**src/rtl/stdp_pkg.sv**
```systemverilog
package stdp_pkg;

    typedef enum logic [1:0] {
        SYN_HOLD = 2'd0,
        SYN_POT  = 2'd1,
        SYN_DEP  = 2'd2
    } syn_act_e;

    // Next value of a single binary synapse for a requested action.
    function automatic logic syn_next(input syn_act_e act, input logic cur);
        case (act)
            SYN_POT: syn_next = 1'b1;
            SYN_DEP: syn_next = 1'b0;
            default: syn_next = cur;
        endcase
    endfunction

endpackage

```
**src/rtl/stdp_pre_age.sv**
```systemverilog
module stdp_pre_age #(
    parameter int N     = 16,
    parameter int WIN   = 10,
    parameter int AGE_W = $clog2(WIN + 1)
) (
    input  logic         clk,
    input  logic         rst,
    input  logic         tick,
    input  logic [N-1:0] pre_spk,
    output logic [N-1:0] pre_recent
);
    localparam logic [AGE_W-1:0] AGE_MAX = AGE_W'(WIN);
    localparam logic [AGE_W-1:0] AGE_LIM = AGE_W'(WIN - 1);

    for (genvar i = 0; i < N; i++) begin : g_ch
        logic [AGE_W-1:0] age_q;

        always_ff @(posedge clk) begin
            if (rst) begin
                age_q <= AGE_MAX;
            end else if (tick) begin
                if (pre_spk[i])
                    age_q <= '0;
                else if (age_q < AGE_MAX)
                    age_q <= age_q + 1'b1;
            end
        end

        // Spike this tick, or the previous one lies fewer than WIN ticks back.
        assign pre_recent[i] = pre_spk[i] | (age_q < AGE_LIM);

        p_age_bound_r7: assert property (@(posedge clk) disable iff (rst)
            age_q <= AGE_MAX);
    end

endmodule

```
**src/rtl/stdp_soma.sv**
```systemverilog
module stdp_soma #(
    parameter int N     = 16,
    parameter int POT_W = 8,
    parameter int WIN   = 10,
    parameter int CNT_W = $clog2(WIN + 1)
) (
    input  logic             clk,
    input  logic             rst,
    input  logic             tick,
    input  logic [N-1:0]     pre_spk,
    input  logic [N-1:0]     wt,
    input  logic [POT_W-1:0] thresh,
    input  logic [POT_W-1:0] leak,
    input  logic             inhibit_in,
    output logic             fire_now,
    output logic             fire_q,
    output logic [POT_W-1:0] pot_q,
    output logic             post_recent
);
    localparam int SUM_W = $clog2(N + 1);
    localparam logic [CNT_W-1:0] SINCE_MAX = CNT_W'(WIN);
    localparam logic [CNT_W-1:0] SINCE_LIM = CNT_W'(WIN - 1);

    logic [SUM_W-1:0] sum;
    logic [POT_W:0]   integ_wide;
    logic [POT_W-1:0] integ;
    logic [POT_W-1:0] leaked;
    logic [CNT_W-1:0] since_q;

    always_comb begin
        sum = '0;
        for (int i = 0; i < N; i++)
            sum = sum + SUM_W'(pre_spk[i] & wt[i]);
    end

    assign integ_wide = {1'b0, pot_q} + (POT_W + 1)'(sum);
    assign integ      = integ_wide[POT_W] ? '1 : integ_wide[POT_W-1:0];
    assign leaked     = (integ > leak) ? (integ - leak) : '0;
    assign fire_now   = tick & (integ > thresh);

    // A spike on the current tick lies since_q+1 ticks after the last fire.
    assign post_recent = since_q < SINCE_LIM;

    always_ff @(posedge clk) begin
        if (rst) begin
            pot_q   <= '0;
            fire_q  <= 1'b0;
            since_q <= SINCE_MAX;
        end else begin
            fire_q <= fire_now;
            if (tick) begin
                if (fire_now || inhibit_in)
                    pot_q <= '0;
                else
                    pot_q <= leaked;
                if (fire_now)
                    since_q <= '0;
                else if (since_q < SINCE_MAX)
                    since_q <= since_q + 1'b1;
            end
        end
    end

    p_no_tick_r11: assert property (@(posedge clk) disable iff (rst)
        !tick |=> !fire_q);
    p_fire_clears_r4: assert property (@(posedge clk) disable iff (rst)
        fire_q |-> pot_q == '0);
    p_hold_r3: assert property (@(posedge clk) disable iff (rst)
        !tick |=> $stable(pot_q));
    p_inhibit_r9: assert property (@(posedge clk) disable iff (rst)
        (tick && inhibit_in) |=> pot_q == '0);

endmodule

```
**src/rtl/stdp_syn_bank.sv**
```systemverilog
module stdp_syn_bank
    import stdp_pkg::*;
#(
    parameter int N = 16
) (
    input  logic         clk,
    input  logic         rst,
    input  logic         tick,
    input  logic         fire_now,
    input  logic [N-1:0] pre_spk,
    input  logic [N-1:0] pre_recent,
    input  logic         post_recent,
    input  logic         init_we,
    input  logic [N-1:0] init_wt,
    output logic [N-1:0] wt_q
);
    syn_act_e act [N];

    for (genvar i = 0; i < N; i++) begin : g_syn
        always_comb begin
            if (fire_now && pre_recent[i])
                act[i] = SYN_POT;
            else if (tick && !fire_now && post_recent && pre_spk[i])
                act[i] = SYN_DEP;
            else
                act[i] = SYN_HOLD;
        end

        always_ff @(posedge clk) begin
            if (rst)
                wt_q[i] <= 1'b0;
            else if (init_we)
                wt_q[i] <= init_wt[i];
            else
                wt_q[i] <= syn_next(act[i], wt_q[i]);
        end
    end

    p_init_r2: assert property (@(posedge clk) disable iff (rst)
        init_we |=> wt_q == $past(init_wt));
    p_potentiate_r5: assert property (@(posedge clk) disable iff (rst)
        (!init_we && fire_now) |=> (wt_q & $past(pre_spk)) == $past(pre_spk));
    p_depress_r6: assert property (@(posedge clk) disable iff (rst)
        (!init_we && tick && !fire_now && post_recent) |=> (wt_q & $past(pre_spk)) == '0);
    p_hold_r7: assert property (@(posedge clk) disable iff (rst)
        (!init_we && !fire_now && !(tick && post_recent)) |=> $stable(wt_q));

endmodule

```
**src/rtl/stdp_neuron_top.sv**
```systemverilog
module stdp_neuron_top #(
    parameter int N     = 16,
    parameter int NEU   = 2,
    parameter int POT_W = 8,
    parameter int WIN   = 10
) (
    input  logic                 clk,
    input  logic                 rst,
    input  logic                 tick,
    input  logic [N-1:0]         pre_spk,
    input  logic [POT_W-1:0]     thresh,
    input  logic [POT_W-1:0]     leak,
    input  logic                 init_we,
    input  logic [NEU*N-1:0]     init_wt,
    output logic [NEU*N-1:0]     wt_o,
    output logic [NEU*POT_W-1:0] pot_o,
    output logic [NEU-1:0]       fire_o
);
    localparam int CNT_W = $clog2(WIN + 1);

    logic [N-1:0]   pre_recent;
    logic [NEU-1:0] fire_now_v;
    logic [NEU-1:0] inhib_v;
    logic [NEU-1:0] post_recent_v;

    stdp_pre_age #(.N(N), .WIN(WIN), .AGE_W(CNT_W)) i_age (
        .clk        (clk),
        .rst        (rst),
        .tick       (tick),
        .pre_spk    (pre_spk),
        .pre_recent (pre_recent)
    );

    for (genvar k = 0; k < NEU; k++) begin : g_neu
        assign inhib_v[k] = |(fire_now_v & ~(NEU'(1) << k));

        stdp_soma #(.N(N), .POT_W(POT_W), .WIN(WIN), .CNT_W(CNT_W)) i_soma (
            .clk         (clk),
            .rst         (rst),
            .tick        (tick),
            .pre_spk     (pre_spk),
            .wt          (wt_o[k*N +: N]),
            .thresh      (thresh),
            .leak        (leak),
            .inhibit_in  (inhib_v[k]),
            .fire_now    (fire_now_v[k]),
            .fire_q      (fire_o[k]),
            .pot_q       (pot_o[k*POT_W +: POT_W]),
            .post_recent (post_recent_v[k])
        );

        stdp_syn_bank #(.N(N)) i_bank (
            .clk         (clk),
            .rst         (rst),
            .tick        (tick),
            .fire_now    (fire_now_v[k]),
            .pre_spk     (pre_spk),
            .pre_recent  (pre_recent),
            .post_recent (post_recent_v[k]),
            .init_we     (init_we),
            .init_wt     (init_wt[k*N +: N]),
            .wt_q        (wt_o[k*N +: N])
        );
    end

endmodule

```
**config.mk**
```make
export PLATFORM = sky130hd
export DESIGN_NAME = stdp_neuron_top
export DESIGN_NICKNAME = d
export VERILOG_FILES = /design/src/rtl/stdp_pkg.sv /design/src/rtl/stdp_pre_age.sv /design/src/rtl/stdp_soma.sv /design/src/rtl/stdp_syn_bank.sv /design/src/rtl/stdp_neuron_top.sv
export SDC_FILE = /design/constraint.sdc
export NUM_CORES = 1
export LEC_CHECK = 0
export ABC_AREA = 1
export BUFFER_PORTS_ARGS = -buffer_cell sky130_fd_sc_hd__buf_2
export CORE_MARGIN = 2
export CORE_UTILIZATION = 54
export DETAILED_ROUTE_END_ITERATION = 16
export PLACE_DENSITY = 0.78
export SYNTH_ARGS = -nofsm -noshare
export SYNTH_HDL_FRONTEND = slang
export SYNTH_HIERARCHICAL = 1
export SYNTH_SLANG_ARGS = --single-unit
export TNS_END_PERCENT = 20
```
**constraint.sdc**
```tcl
create_clock -name clk -period 7.92 [get_ports clk]
set_input_delay 1.98 -clock clk [delete_from_list [all_inputs] [get_ports clk]]
set_output_delay 1.98 -clock clk [all_outputs]
set_load 0.01 [all_outputs]
```
==> impl_metrics.tcl, run 1 <==
set metrics [dict create \
    status "completed" \
    worst_setup_hold_path_clk_slew_ns 0.06 \
    dp_cells 1830 \
    cts_tree "built" \
    number_of_antenna_violations_at_the_first_check_in_global_routing 0 \
    setup-violations-final 0 \
    powerDensity_nw_per_um2 185.5 \
    clock_tree.root_cell "sky130_fd_sc_hd__clkbuf_16" \
    critical_path.reg2reg.startpoint "g_neu[1].i_bank/wt_q[5]" \
    fp.dieArea_um2 19210 \
    grt_start_max_net_pins 85 \
    cts-buffers-inserted 17 \
    die_width_um 138.6 \
    stdcell_count 1862 \
    initial_core_util_pct 54.83 \
    slew_viol_final 0 \
    numClockSinks 122 \
    critPathMaxStageDelay_ns 0.55 \
    dr.pass1.iters 6 \
    remaining_drc_errors 0 \
    p_leak_nw 5.888 \
    internal-power_w 0.001324 \
    post_drt_via_cell_ratio 5.384 \
    cts_max_level 4 \
    unrepaired_setup_endpoints_after_global_routing "true" \
    cts_setup_buffers 0 \
    synthToLayoutAreaGrowth_pct 13.30 \
    min_from "g_neu[1].i_bank/wt_q[15]" \
    routed_wirelength_mm 26.85 \
    nets 1796 \
    chipHeight_um 138.6 \
    crit_path_top_delay_cell "sky130_fd_sc_hd__fa_1" \
    ys.flop_type "sky130_fd_sc_hd__dfxtp_1" \
    ff2ff_setup_slack_ns 1.64 \
    final_layout_size_suffix_gt1_share_pct 12.68 \
    cp-end-kind "flip-flop" \
    post-synth-top-area-cell "sky130_fd_sc_hd__dfxtp_1" \
    worst_setup_path_startpoint "pre_spk[15]" \
    synth.avg_cell_area_um2 6.495 \
    count_leader_synth "sky130_fd_sc_hd__nand2_1" \
    wirelength_per_cell_um 14.42 \
    final-seq-area_um2 2442 \
    critPathTopFamily "adder cells" \
    grt_pass1_vias 9276 \
    crit_type "primary input to flip-flop" \
    io_buffer_count 117 \
    async_flop_share_pct 0 \
    syn_inst 1506 \
    irDropWorstVdd_mv 0.1800 \
    floorplan.rows 49 \
    number_of_failing_hold_endpoints_at_the_final_stage 0 \
    relSlewSlack_pct 34.20 \
    synth_enable_flop_cells 0 \
    combinationalPowerShare_pct 29.7 \
    finClkSkew_ns 0.01288 \
    timing.max_cap.violations 0 \
    ys_top_cells_by_count "sky130_fd_sc_hd__nand2_1 (431), sky130_fd_sc_hd__inv_1 (251), sky130_fd_sc_hd__a21oi_1 (159), sky130_fd_sc_hd__dfxtp_1 (122), sky130_fd_sc_hd__nor2_1 (111)" \
    ys_warns 6 \
    synth_seq_cells 122 \
    total_switching_power_w 0.0007317 \
    final.setup.worst_slack_ns 0.3356 \
    timing.setup.tns_ns 0 \
    worstPathRequired_ns 8.29 \
    multi_input_comb_area_um2 6090 \
    timing_worst_slew_pin_value_ns 0.9870 \
    groute.usage.overall_pct 27.68 \
    clkPwrFrac_pct 36.2 \
    hold_path.class "flip-flop to flip-flop" \
    cp.buffers_inverters 6 \
    grt_first_pass_wirelength_mm 43.82 \
    routed_vias 10030 \
    critical_path_most_common_cell "sky130_fd_sc_hd__fa_1" \
    antenna_cells_inserted 0 \
    worstPathMaxFanout 12 \
    sequentialPowerShare_pct 34.0 \
    drt_iter0_drc 894 \
    design.portCount 118 \
    cts-root-to-sink-buffers 2 \
    placeable_core_region_um2 17840 \
    proportion_of_netlist_area_held_by_the_largest_area_contributor_pct 24.97 \
    ys_seq_area_share_pct 24.97 \
    ctsHoldBuffers 0 \
    hpwl_mm 19.45 \
    mappedNetlistNets 1682 \
    min_period_over_period_pct 95.76 \
    final_period_minus_worst_setup_slack_ns 7.584 \
    placement.setup.worst_slack_ns -0.06460 \
    ys_top_cells_by_area "sky130_fd_sc_hd__dfxtp_1 (25%), sky130_fd_sc_hd__nand2_1 (17%), sky130_fd_sc_hd__ha_1 (11%)" \
    yosys_cell_types 37 \
    synth_area_um2 9782 \
    p_sw_share_pct 35.60 \
    fmax_mhz 131.9 \
    gp_routability_congestion 0.9565 \
    critical_path.startpoint_type "primary input" \
    fillCellCount 1649 \
    clock_insertion_delay_worst_skew_ns 0.43 \
    overflow 0 \
    antenna_violation_net_count_after_detailed_routing 0 \
    worstPathArrival_ns 7.95 \
]
logic make-up after synthesis:
kind of cell	count (synthesis)	share of synthesized area (%)
compound gates	249	13.79
simple gates	713	30.98
xor+xnor	19	1.701
flops	122	24.97
buf+inv	295	12.91
fa+ha+maj	108	15.66
path summary, 6_finish.rpt:
kind	end	cells past startpoint
worst min-delay path	g_neu[1].i_bank/wt_q[15]	2
worst min register to register	g_neu[1].i_bank/wt_q[15]	2
worst max-delay path	g_neu[1].i_bank/wt_q[7]	29
worst max register to register	g_neu[1].i_bank/wt_q[7]	26
sequential cells by signal, indices dropped and copies added, names as in the netlist:
name / flops
g_neu.i_soma/pot_q: 16
i_age/g_ch.age_q: 64
g_neu.i_soma/fire_q: 2
g_neu.i_bank/wt_q: 32
g_neu.i_soma/since_q: 8
through the flow:
stage | cell area, um2 | utilization [%] | power, W | hold slack, ns
global placement | 10490 | 58.82 | 0.001300 | 0.4679
finish | 11080 | 62.12 | 0.002055 | 0.4820
floorplan | 9782 | - | 0.001154 | 0.4565
global route | 11080 | 62.12 | 0.002185 | 0.4942
CTS | 11060 | 61.98 | 0.002057 | 0.4809
detailed placement | 10490 | 58.82 | 0.001313 | 0.4703
area by class of cell:
class                   instances  share of cell area (%)
clock buffers                  19                   3.996
clock inverters                13                   1.095
inverters                     255                   8.772
multi-input cells            1089                   54.94
flip-flops and latches        122                   22.04
well taps                     229                   2.585
repair buffers                135                   6.570
layout by cell type, fill, tap and decap left out, types with 7 or more instances in the layout:
cell	count
sky130_fd_sc_hd__clkbuf_16	17
sky130_fd_sc_hd__inv_1	249
sky130_fd_sc_hd__o21ai_1	10
sky130_fd_sc_hd__nand2_1	431
sky130_fd_sc_hd__buf_4	16
sky130_fd_sc_hd__nor2_1	111
sky130_fd_sc_hd__fa_1	24
sky130_fd_sc_hd__nand3_1	81
sky130_fd_sc_hd__buf_2	117
sky130_fd_sc_hd__a21oi_2	14
sky130_fd_sc_hd__xor2_1	13
sky130_fd_sc_hd__dfxtp_1	122
sky130_fd_sc_hd__nand4_1	61
sky130_fd_sc_hd__ha_1	84
sky130_fd_sc_hd__o21ai_0	50
sky130_fd_sc_hd__a21oi_1	157
sky130_fd_sc_hd__or2_0	7
tightest hold or removal path, delay by kind of cell (launching register included):
family          cells  cell delay [ns]
simple gates        1             0.06
flops               1             0.32
compound gates      1             0.05
power by group through the flow:
stage / registers (W) / clock network [W] / logic (W)
final: 0.000699 / 0.000745 / 0.000611
after floorplan: 0.000705 / 0 / 0.000449
after global routing: 0.000705 / 0.000780 / 0.000700
after detailed placement: 0.000711 / 0 / 0.000602
after global placement: 0.000710 / 0 / 0.000590
after CTS: 0.000698 / 0.000753 / 0.000607
routing by layer:
layer  global-route usage, %  up-vias  routed length, um
li1                        -     5066                  -
met1                   36.35     4545              11680
met2                   44.74      349              12340
met3                   6.630       65               2053
met4                   9.828        0                778
met5                       0        -                  0
repair_timing:
item                                    CTS  global route
endpoints found under the setup margin    0            28
hold endpoints to repair                  0             0
resized for setup                         0             9
No activity file was read; power rests on OpenSTA's default activity.
==> inputs of run 2 (changes only) <==
Settings changed: ABC_AREA 1 to default.
==> run 2 against run 1 <==
Compared with the run above: the run now ends with negative setup slack left; critical path depth stayed put; cell area is 4.6% higher; global-route usage up 1.9 points; register-to-register slack worse by 0.48 ns; area after synthesis fell by 6.0%; largest cell class unchanged.
==> impl_metrics.tcl, run 2 <==
set metrics [dict create \
    status "finished, violations left" \
    violated_checks "negative setup slack" \
    cts_max_level 4 \
    wirelength_per_cell_um 17.78 \
    irDropWorstVdd_mv 0.1632 \
    relSlewSlack_pct 21.92 \
    cts-root-to-sink-buffers 2 \
    grt_start_max_net_pins 77 \
    timing_worst_slew_pin_value_ns 1.170 \
    synthToLayoutAreaGrowth_pct 26.02 \
    grt_first_pass_wirelength_mm 42.34 \
    fillCellCount 1269 \
    cts-buffers-inserted 17 \
    design.portCount 118 \
    clock_insertion_delay_worst_skew_ns 0.43 \
    groute.usage.overall_pct 29.57 \
    placeable_core_region_um2 16640 \
    hpwl_mm 19.24 \
    worst_r2r_endpoint "g_neu[0].i_bank/wt_q[4]" \
    ctsHoldBuffers 0 \
    ys.flop_type "sky130_fd_sc_hd__dfxtp_1" \
    internal-power_w 0.001559 \
    final_layout_size_suffix_gt1_share_pct 26.28 \
    design_area_um2 11590 \
    synth.avg_cell_area_um2 8.428 \
    ys_top_cells_by_count "sky130_fd_sc_hd__inv_1 (163), sky130_fd_sc_hd__dfxtp_1 (122), sky130_fd_sc_hd__nand2_1 (86), sky130_fd_sc_hd__ha_1 (84), sky130_fd_sc_hd__nor2_1 (78)" \
    layout.cells.most_common_list "sky130_fd_sc_hd__inv_1 (160), sky130_fd_sc_hd__dfxtp_1 (122), sky130_fd_sc_hd__buf_2 (114)" \
    dr.pass1.iters 5 \
    gp_routability_congestion 0.9203 \
    clock_tree.root_cell "sky130_fd_sc_hd__clkbuf_16" \
    die_width_um 134.5 \
    worst_setup_hold_path_clk_slew_ns 0.06 \
    fmax_mhz 124.5 \
    largest_register_ff_count 64 \
    finClkSkew_ns 0.009470 \
    grt_pass1_vias 8485 \
    nets 1468 \
    ff2ff_setup_slack_ns 1.16 \
    numClockSinks 122 \
    mappedNetlistNets 1267 \
    drt_iter0_drc 630 \
    biggestRegsByFlops "i_age/g_ch.age_q: 64 flops, g_neu.i_bank/wt_q: 32 flops, g_neu.i_soma/pot_q: 16 flops" \
    remaining_drc_errors 0 \
    synth_enable_flop_cells 0 \
    ys_seq_area_share_pct 26.56 \
    unrepaired_setup_endpoints_after_global_routing "true" \
    critical_path.reg2reg.startpoint "g_neu[0].i_bank/wt_q[15]" \
    async_flop_share_pct 0 \
    total_switching_power_w 0.0007238 \
    number_of_failing_hold_endpoints_at_the_final_stage 0 \
    routed_wirelength_mm 27.13 \
    clkPwrFrac_pct 38.2 \
    final.setup.worst_slack_ns -0.1142 \
    routed_vias 8861 \
    ys_top_cells_by_area "sky130_fd_sc_hd__dfxtp_1 (27%), sky130_fd_sc_hd__ha_1 (11%), sky130_fd_sc_hd__inv_1 (6.7%)" \
    critical_path.startpoint_type "primary input" \
    chipHeight_um 134.5 \
    antenna_violation_net_count_after_detailed_routing 0 \
    timing.setup.tns_ns -1.735 \
    setup-violations-final 19 \
    sequentialPowerShare_pct 30.1 \
    largest_register "i_age/g_ch.age_q" \
    worstPathArrival_ns 8.30 \
    min_period_over_period_pct 101.4 \
    crit_path_top_delay_cell "sky130_fd_sc_hd__fa_1" \
    min_from "i_age/g_ch[14].age_q[2]" \
    critPathTopFamily "adder cells" \
    powerDensity_nw_per_um2 197.0 \
    cp.buffers_inverters 7 \
    timing.max_cap.violations 0 \
    stdcell_count 1526 \
    overflow 0 \
    p_leak_nw 5.639 \
    p_sw_share_pct 31.71 \
    fp.dieArea_um2 18090 \
    cts_tree "built" \
    syn_inst 1091 \
    hold_path.class "flip-flop to flip-flop" \
    placement.cell_area_um2 10510 \
    placement.setup.worst_slack_ns -0.4674 \
    combinationalPowerShare_pct 31.7 \
    slew_viol_final 0 \
    dp_cells 1478 \
    cp-end-kind "flip-flop" \
    worst_setup_path_startpoint "pre_spk[15]" \
    ys_warns 6 \
    crit_type "primary input to flip-flop" \
    count_leader_synth "sky130_fd_sc_hd__inv_1" \
    post_drt_via_cell_ratio 5.807 \
    floorplan.rows 47 \
    yosys_cell_types 57 \
    worstPathMaxFanout 8 \
    ff2ff_path_depth 28 \
    initial_core_util_pct 55.25 \
    final_period_minus_worst_setup_slack_ns 8.034 \
    worstPathRequired_ns 8.19 \
    number_of_antenna_violations_at_the_first_check_in_global_routing 2 \
    synth_area_um2 9195 \
    worstHoldPathCells 2 \
    critPathMaxStageDelay_ns 0.58 \
    post-synth-top-area-cell "sky130_fd_sc_hd__dfxtp_1" \
    worst_hold_endpoint "i_age/g_ch[14].age_q[2]" \
    synth_seq_cells 122 \
    proportion_of_netlist_area_held_by_the_largest_area_contributor_pct 26.56 \
    mostFrequentLayoutCell "sky130_fd_sc_hd__inv_1" \
    io_buffer_count 117 \
]
[run 2: cell count changes after synthesis, sizes merged, moves of 20 or more]
cell    previous run  this run
nand2            437        86
a21oi            171        26
inv              255       166
nand3             83        16
nand4             61         2
and2               0        39
nor2             117        78
a22o               0        36
a311oi             0        34
a21o               2        27
a211o              0        20
nor2b              0        20
[run 2: worst max path at each step]
stage                                    end  slack [ns]  cells after the start
floorplan           g_neu[0].i_soma/pot_q[7]       -0.05                     27
global placement    g_neu[0].i_soma/pot_q[7]       -0.40                     28
detailed placement  g_neu[1].i_soma/pot_q[7]       -0.47                     28
CTS                 g_neu[1].i_soma/pot_q[7]       -0.01                     28
global route        g_neu[1].i_soma/pot_q[7]       -0.29                     28
finish               g_neu[0].i_bank/wt_q[4]       -0.11                     29
[run 2: power by group through the flow]
stage          Clock (W)  Combinational, W  Sequential, W
3_3_place_gp           0          0.000658       0.000697
5_1_grt         0.000904          0.000799       0.000692
2_1_floorplan          0          0.000429       0.000694
6_report        0.000871          0.000723       0.000688
3_5_place_dp           0          0.000677       0.000698
4_1_cts         0.000878          0.000688       0.000686
[run 2: final cells by class]
class	instances	area, um2	area share [%]
inverter	168	635.6	5.485
antenna	1	2.502	0.02160
clock buffer	18	439.2	3.790
multi-input combinational	761	6082	52.49
sequential	122	2442	21.08
timing repair buffer	222	1490	12.86
tap	220	275.3	2.376
clock inverter	14	220.2	1.900
[run 2: routing by layer]
layer  GRT usage (%)  vias up  share of wire, %
met5               0        -             0.048
met2           50.54      288                48
met3           6.607       60               6.3
met4           11.64        2               3.4
li1                -     4235                 -
met1           36.29     4276                42
[run 2: repair_timing]
item | CTS | global route
pin swaps | 2 | 33
resized for setup | 7 | 46
buffers inserted | 1 | 12
hold endpoints to repair | 0 | 0
cloned | 0 | 2
endpoints found under the setup margin | 15 | 52
[run 2: tightest hold or removal path: stages, from the launching register on]
cell and delay (ns):
sky130_fd_sc_hd__dfxtp_1 0.33, sky130_fd_sc_hd__o21ai_0 0.08, sky130_fd_sc_hd__a211oi_1 0.06
[run 2: logic make-up (layout without fill, tap and decap cells)]
family,count (synthesis),after routing,synth area share (%)
adders and majority gates,108,108,16.66
xor gates and xnor gates,28,28,2.667
DFF,122,122,26.56
buffers and inverters,208,422,10.37
muxes,18,18,2.164
and+or+nand+nor,302,302,16.12
AOI/OAI and AO/OA,305,305,25.46
other,0,1,0
[run 2: through the flow]
stage / total power, W / util [%] / hold slack, ns
2_1_floorplan: 0.001123 / - / 0.4649
3_3_place_gp: 0.001355 / 63.15 / 0.4895
3_5_place_dp: 0.001375 / 63.15 / 0.4979
4_1_cts: 0.002252 / 67.34 / 0.5149
5_1_grt: 0.002395 / 69.61 / 0.5586
6_report: 0.002282 / 69.63 / 0.5224
==> inputs of run 3 (changes only) <==
Settings changed: CELL_PAD_IN_SITES_DETAIL_PLACEMENT from default to 2, CELL_PAD_IN_SITES_GLOBAL_PLACEMENT from default to 2, CORE_UTILIZATION 54 to 32, PLACE_DENSITY 0.78 to default, PLACE_DENSITY_LB_ADDON from default to 0.1.
==> run 3 against run 2 <==
Compared with the run above: the run still ends with negative setup slack left; non-clock buffer count rose by 4; critical endpoint is now g_neu[0].i_bank/wt_q[3]; register-to-register slack got worse by 0.11 ns; die area rose by 66%; sequential share of layout area fell by 0.36 points; highest routed layer unchanged; via count fell by 0.45%; sequential power barely moved; maximum frequency fell by 1.6%.
==> impl_metrics.tcl, run 3 (synthesis gave the netlist of run 2 again) <==
set metrics [dict create \
    cp-end-kind "flip-flop" \
    largest_register_ff_count 64 \
    overflow 0 \
    placement.cell_area_um2 10790 \
    fmax_mhz 122.5 \
    crit_path_top_delay_cell "sky130_fd_sc_hd__fa_2" \
    die_width_um 173.5 \
    critPathMaxStageDelay_ns 0.60 \
    post_drt_via_cell_ratio 5.210 \
    io_buffer_count 117 \
    relSlewSlack_pct 48.21 \
    p_leak_nw 5.622 \
    grt_start_max_net_pins 67 \
    layout.cells.most_common_list "sky130_fd_sc_hd__inv_1 (158), sky130_fd_sc_hd__dfxtp_1 (122), sky130_fd_sc_hd__buf_2 (114)" \
    crit_type "primary input to flip-flop" \
    worstPathRequired_ns 8.24 \
    cts_max_level 4 \
    chipHeight_um 173.5 \
    ctsHoldBuffers 0 \
    setup-violations-final 26 \
    worstPathMaxFanout 5 \
    nets 1472 \
    hpwl_mm 25.77 \
    unrepaired_setup_endpoints_after_global_routing "true" \
    wirelength_per_cell_um 20.73 \
    routed_vias 8821 \
    number_of_failing_hold_endpoints_at_the_final_stage 0 \
    floorplan.rows 62 \
    biggestRegsByFlops "i_age/g_ch.age_q: 64 flops, g_neu.i_bank/wt_q: 32 flops, g_neu.i_soma/pot_q: 16 flops" \
    worst_setup_hold_path_clk_slew_ns 0.06 \
    largest_register "i_age/g_ch.age_q" \
    antenna_cells_inserted 0 \
    status "finished, violations left" \
    final.setup.worst_slack_ns -0.2449 \
    placeable_core_region_um2 28470 \
    cts-root-to-sink-buffers 2 \
    irDropWorstVdd_mv 0.1496 \
    violated_checks "negative setup slack" \
    initial_core_util_pct 32.30 \
    remaining_drc_errors 0 \
    grt_first_pass_wirelength_mm 55.00 \
    grt_pass1_vias 9787 \
    fp.dieArea_um2 30110 \
    dp_cells 1647 \
    dr.pass1.iters 6 \
    final_layout_size_suffix_gt1_share_pct 26.97 \
    placement.setup.worst_slack_ns -0.6581 \
    finClkSkew_ns 0.01218 \
    clock_tree.root_cell "sky130_fd_sc_hd__clkbuf_16" \
    groute.usage.overall_pct 23.35 \
    cts_tree "built" \
    cts-buffers-inserted 17 \
    gp_routability_congestion 0.8520 \
    synthToLayoutAreaGrowth_pct 28.18 \
    critical_path.startpoint_type "primary input" \
    numClockSinks 122 \
    routed_wirelength_mm 35.10 \
    mostFrequentLayoutCell "sky130_fd_sc_hd__inv_1" \
    design.portCount 118 \
    number_of_antenna_violations_at_the_first_check_in_global_routing 2 \
    slew_viol_final 0 \
    tightest_hold_margin_ns 0.4995 \
    fillCellCount 3256 \
    design_area_um2 11790 \
    worstPathArrival_ns 8.49 \
    final_period_minus_worst_setup_slack_ns 8.165 \
    timing_worst_slew_pin_value_ns 0.7768 \
    timing.max_cap.violations 0 \
    min_period_over_period_pct 103.1 \
    antenna_violation_net_count_after_detailed_routing 0 \
    stdcell_count 1693 \
    powerDensity_nw_per_um2 188.6 \
    drt_iter0_drc 334 \
    critical_path_most_common_cell "sky130_fd_sc_hd__fa_1" \
    hold_path.class "flip-flop to flip-flop" \
    clock_insertion_delay_worst_skew_ns 0.43 \
]
-- run 3: cell types whose count changed in the layout (fill, tap and decap cells not counted), sizes merged --
cell	before	now
buf	220	224
bufinv	5	1
clkbuf	20	22
clkinv	6	8
clkinvlp	4	2
diode	1	0
inv	167	169
-- run 3: area by class of cell --
cell class              count  area (um2)  area share (%)
well taps                 384       480.5           4.076
inverters                 168       635.6           5.393
multi-input cells         761        6087           51.65
clock buffers              20       456.7           3.875
flip-flops and latches    122        2442           20.72
clock inverters            12       116.4          0.9873
repair buffers            226        1568           13.30
-- run 3: layer usage --
metal / routed length, um / GRT usage [%] / up-vias / part of all wire, %
met2: 17800 / 42.48 / 107 / 51
met4: 545 / 5.403 / 2 / 1.6
li1: - / - / 4233 / -
met1: 15930 / 28.80 / 4446 / 45
met5: 13 / 0 / - / 0.037
met3: 810 / 3.684 / 33 / 2.3
-- run 3: worst paths after layout --
| check | to | from | cells past startpoint | slack, ns |
|---|---|---|---|---|
| setup / recovery | g_neu[0].i_bank/wt_q[3] | pre_spk[15] | 30 | -0.24 |
| hold / removal | i_age/g_ch[5].age_q[0] | i_age/g_ch[5].age_q[0] | 2 | 0.50 |
| setup reg to reg | g_neu[0].i_bank/wt_q[3] | g_neu[0].i_bank/wt_q[15] | 29 | 1.05 |
| hold reg to reg | i_age/g_ch[5].age_q[0] | i_age/g_ch[5].age_q[0] | 2 | 0.50 |
-- run 3: per-stage QoR --
step / util, % / setup TNS, ns / power, W
finish: 41.40 / -3.328 / 0.002223
global route: 41.40 / -12.62 / 0.002362
global placement: 37.90 / -19.95 / 0.001409
CTS: 40.68 / -0.1494 / 0.002230
floorplan: - / -0.3117 / 0.001123
detailed placement: 37.90 / -28.54 / 0.001430
-- run 3: critical path, delay by kind of cell --
family	cells	cell delay (ns)
AOI/OAI and AO/OA	9	1.57
buffers and inverters	8	0.82
adders and majority gates	8	3.36
and+or+nand+nor	4	0.56
xor gates and xnor gates	1	0.18
-- run 3: report_power, final --
group	leakage (nW)	internal (W)	switching, W	total (W)
Combinational	4.34	0.000349	0.000412	0.000761
Sequential	1.00	0.000650	0.0000398	0.000690
Clock	0.277	0.000452	0.000321	0.000773
-- run 3: timing repair --
| action | 4_1_cts | 5_1_grt |
|---|---|---|
| endpoints found under the setup margin | 51 | 52 |
| pin swaps | 13 | 29 |
| buffers inserted | 8 | 3 |
| cloned | 1 | 2 |
| resized for setup | 33 | 28 |
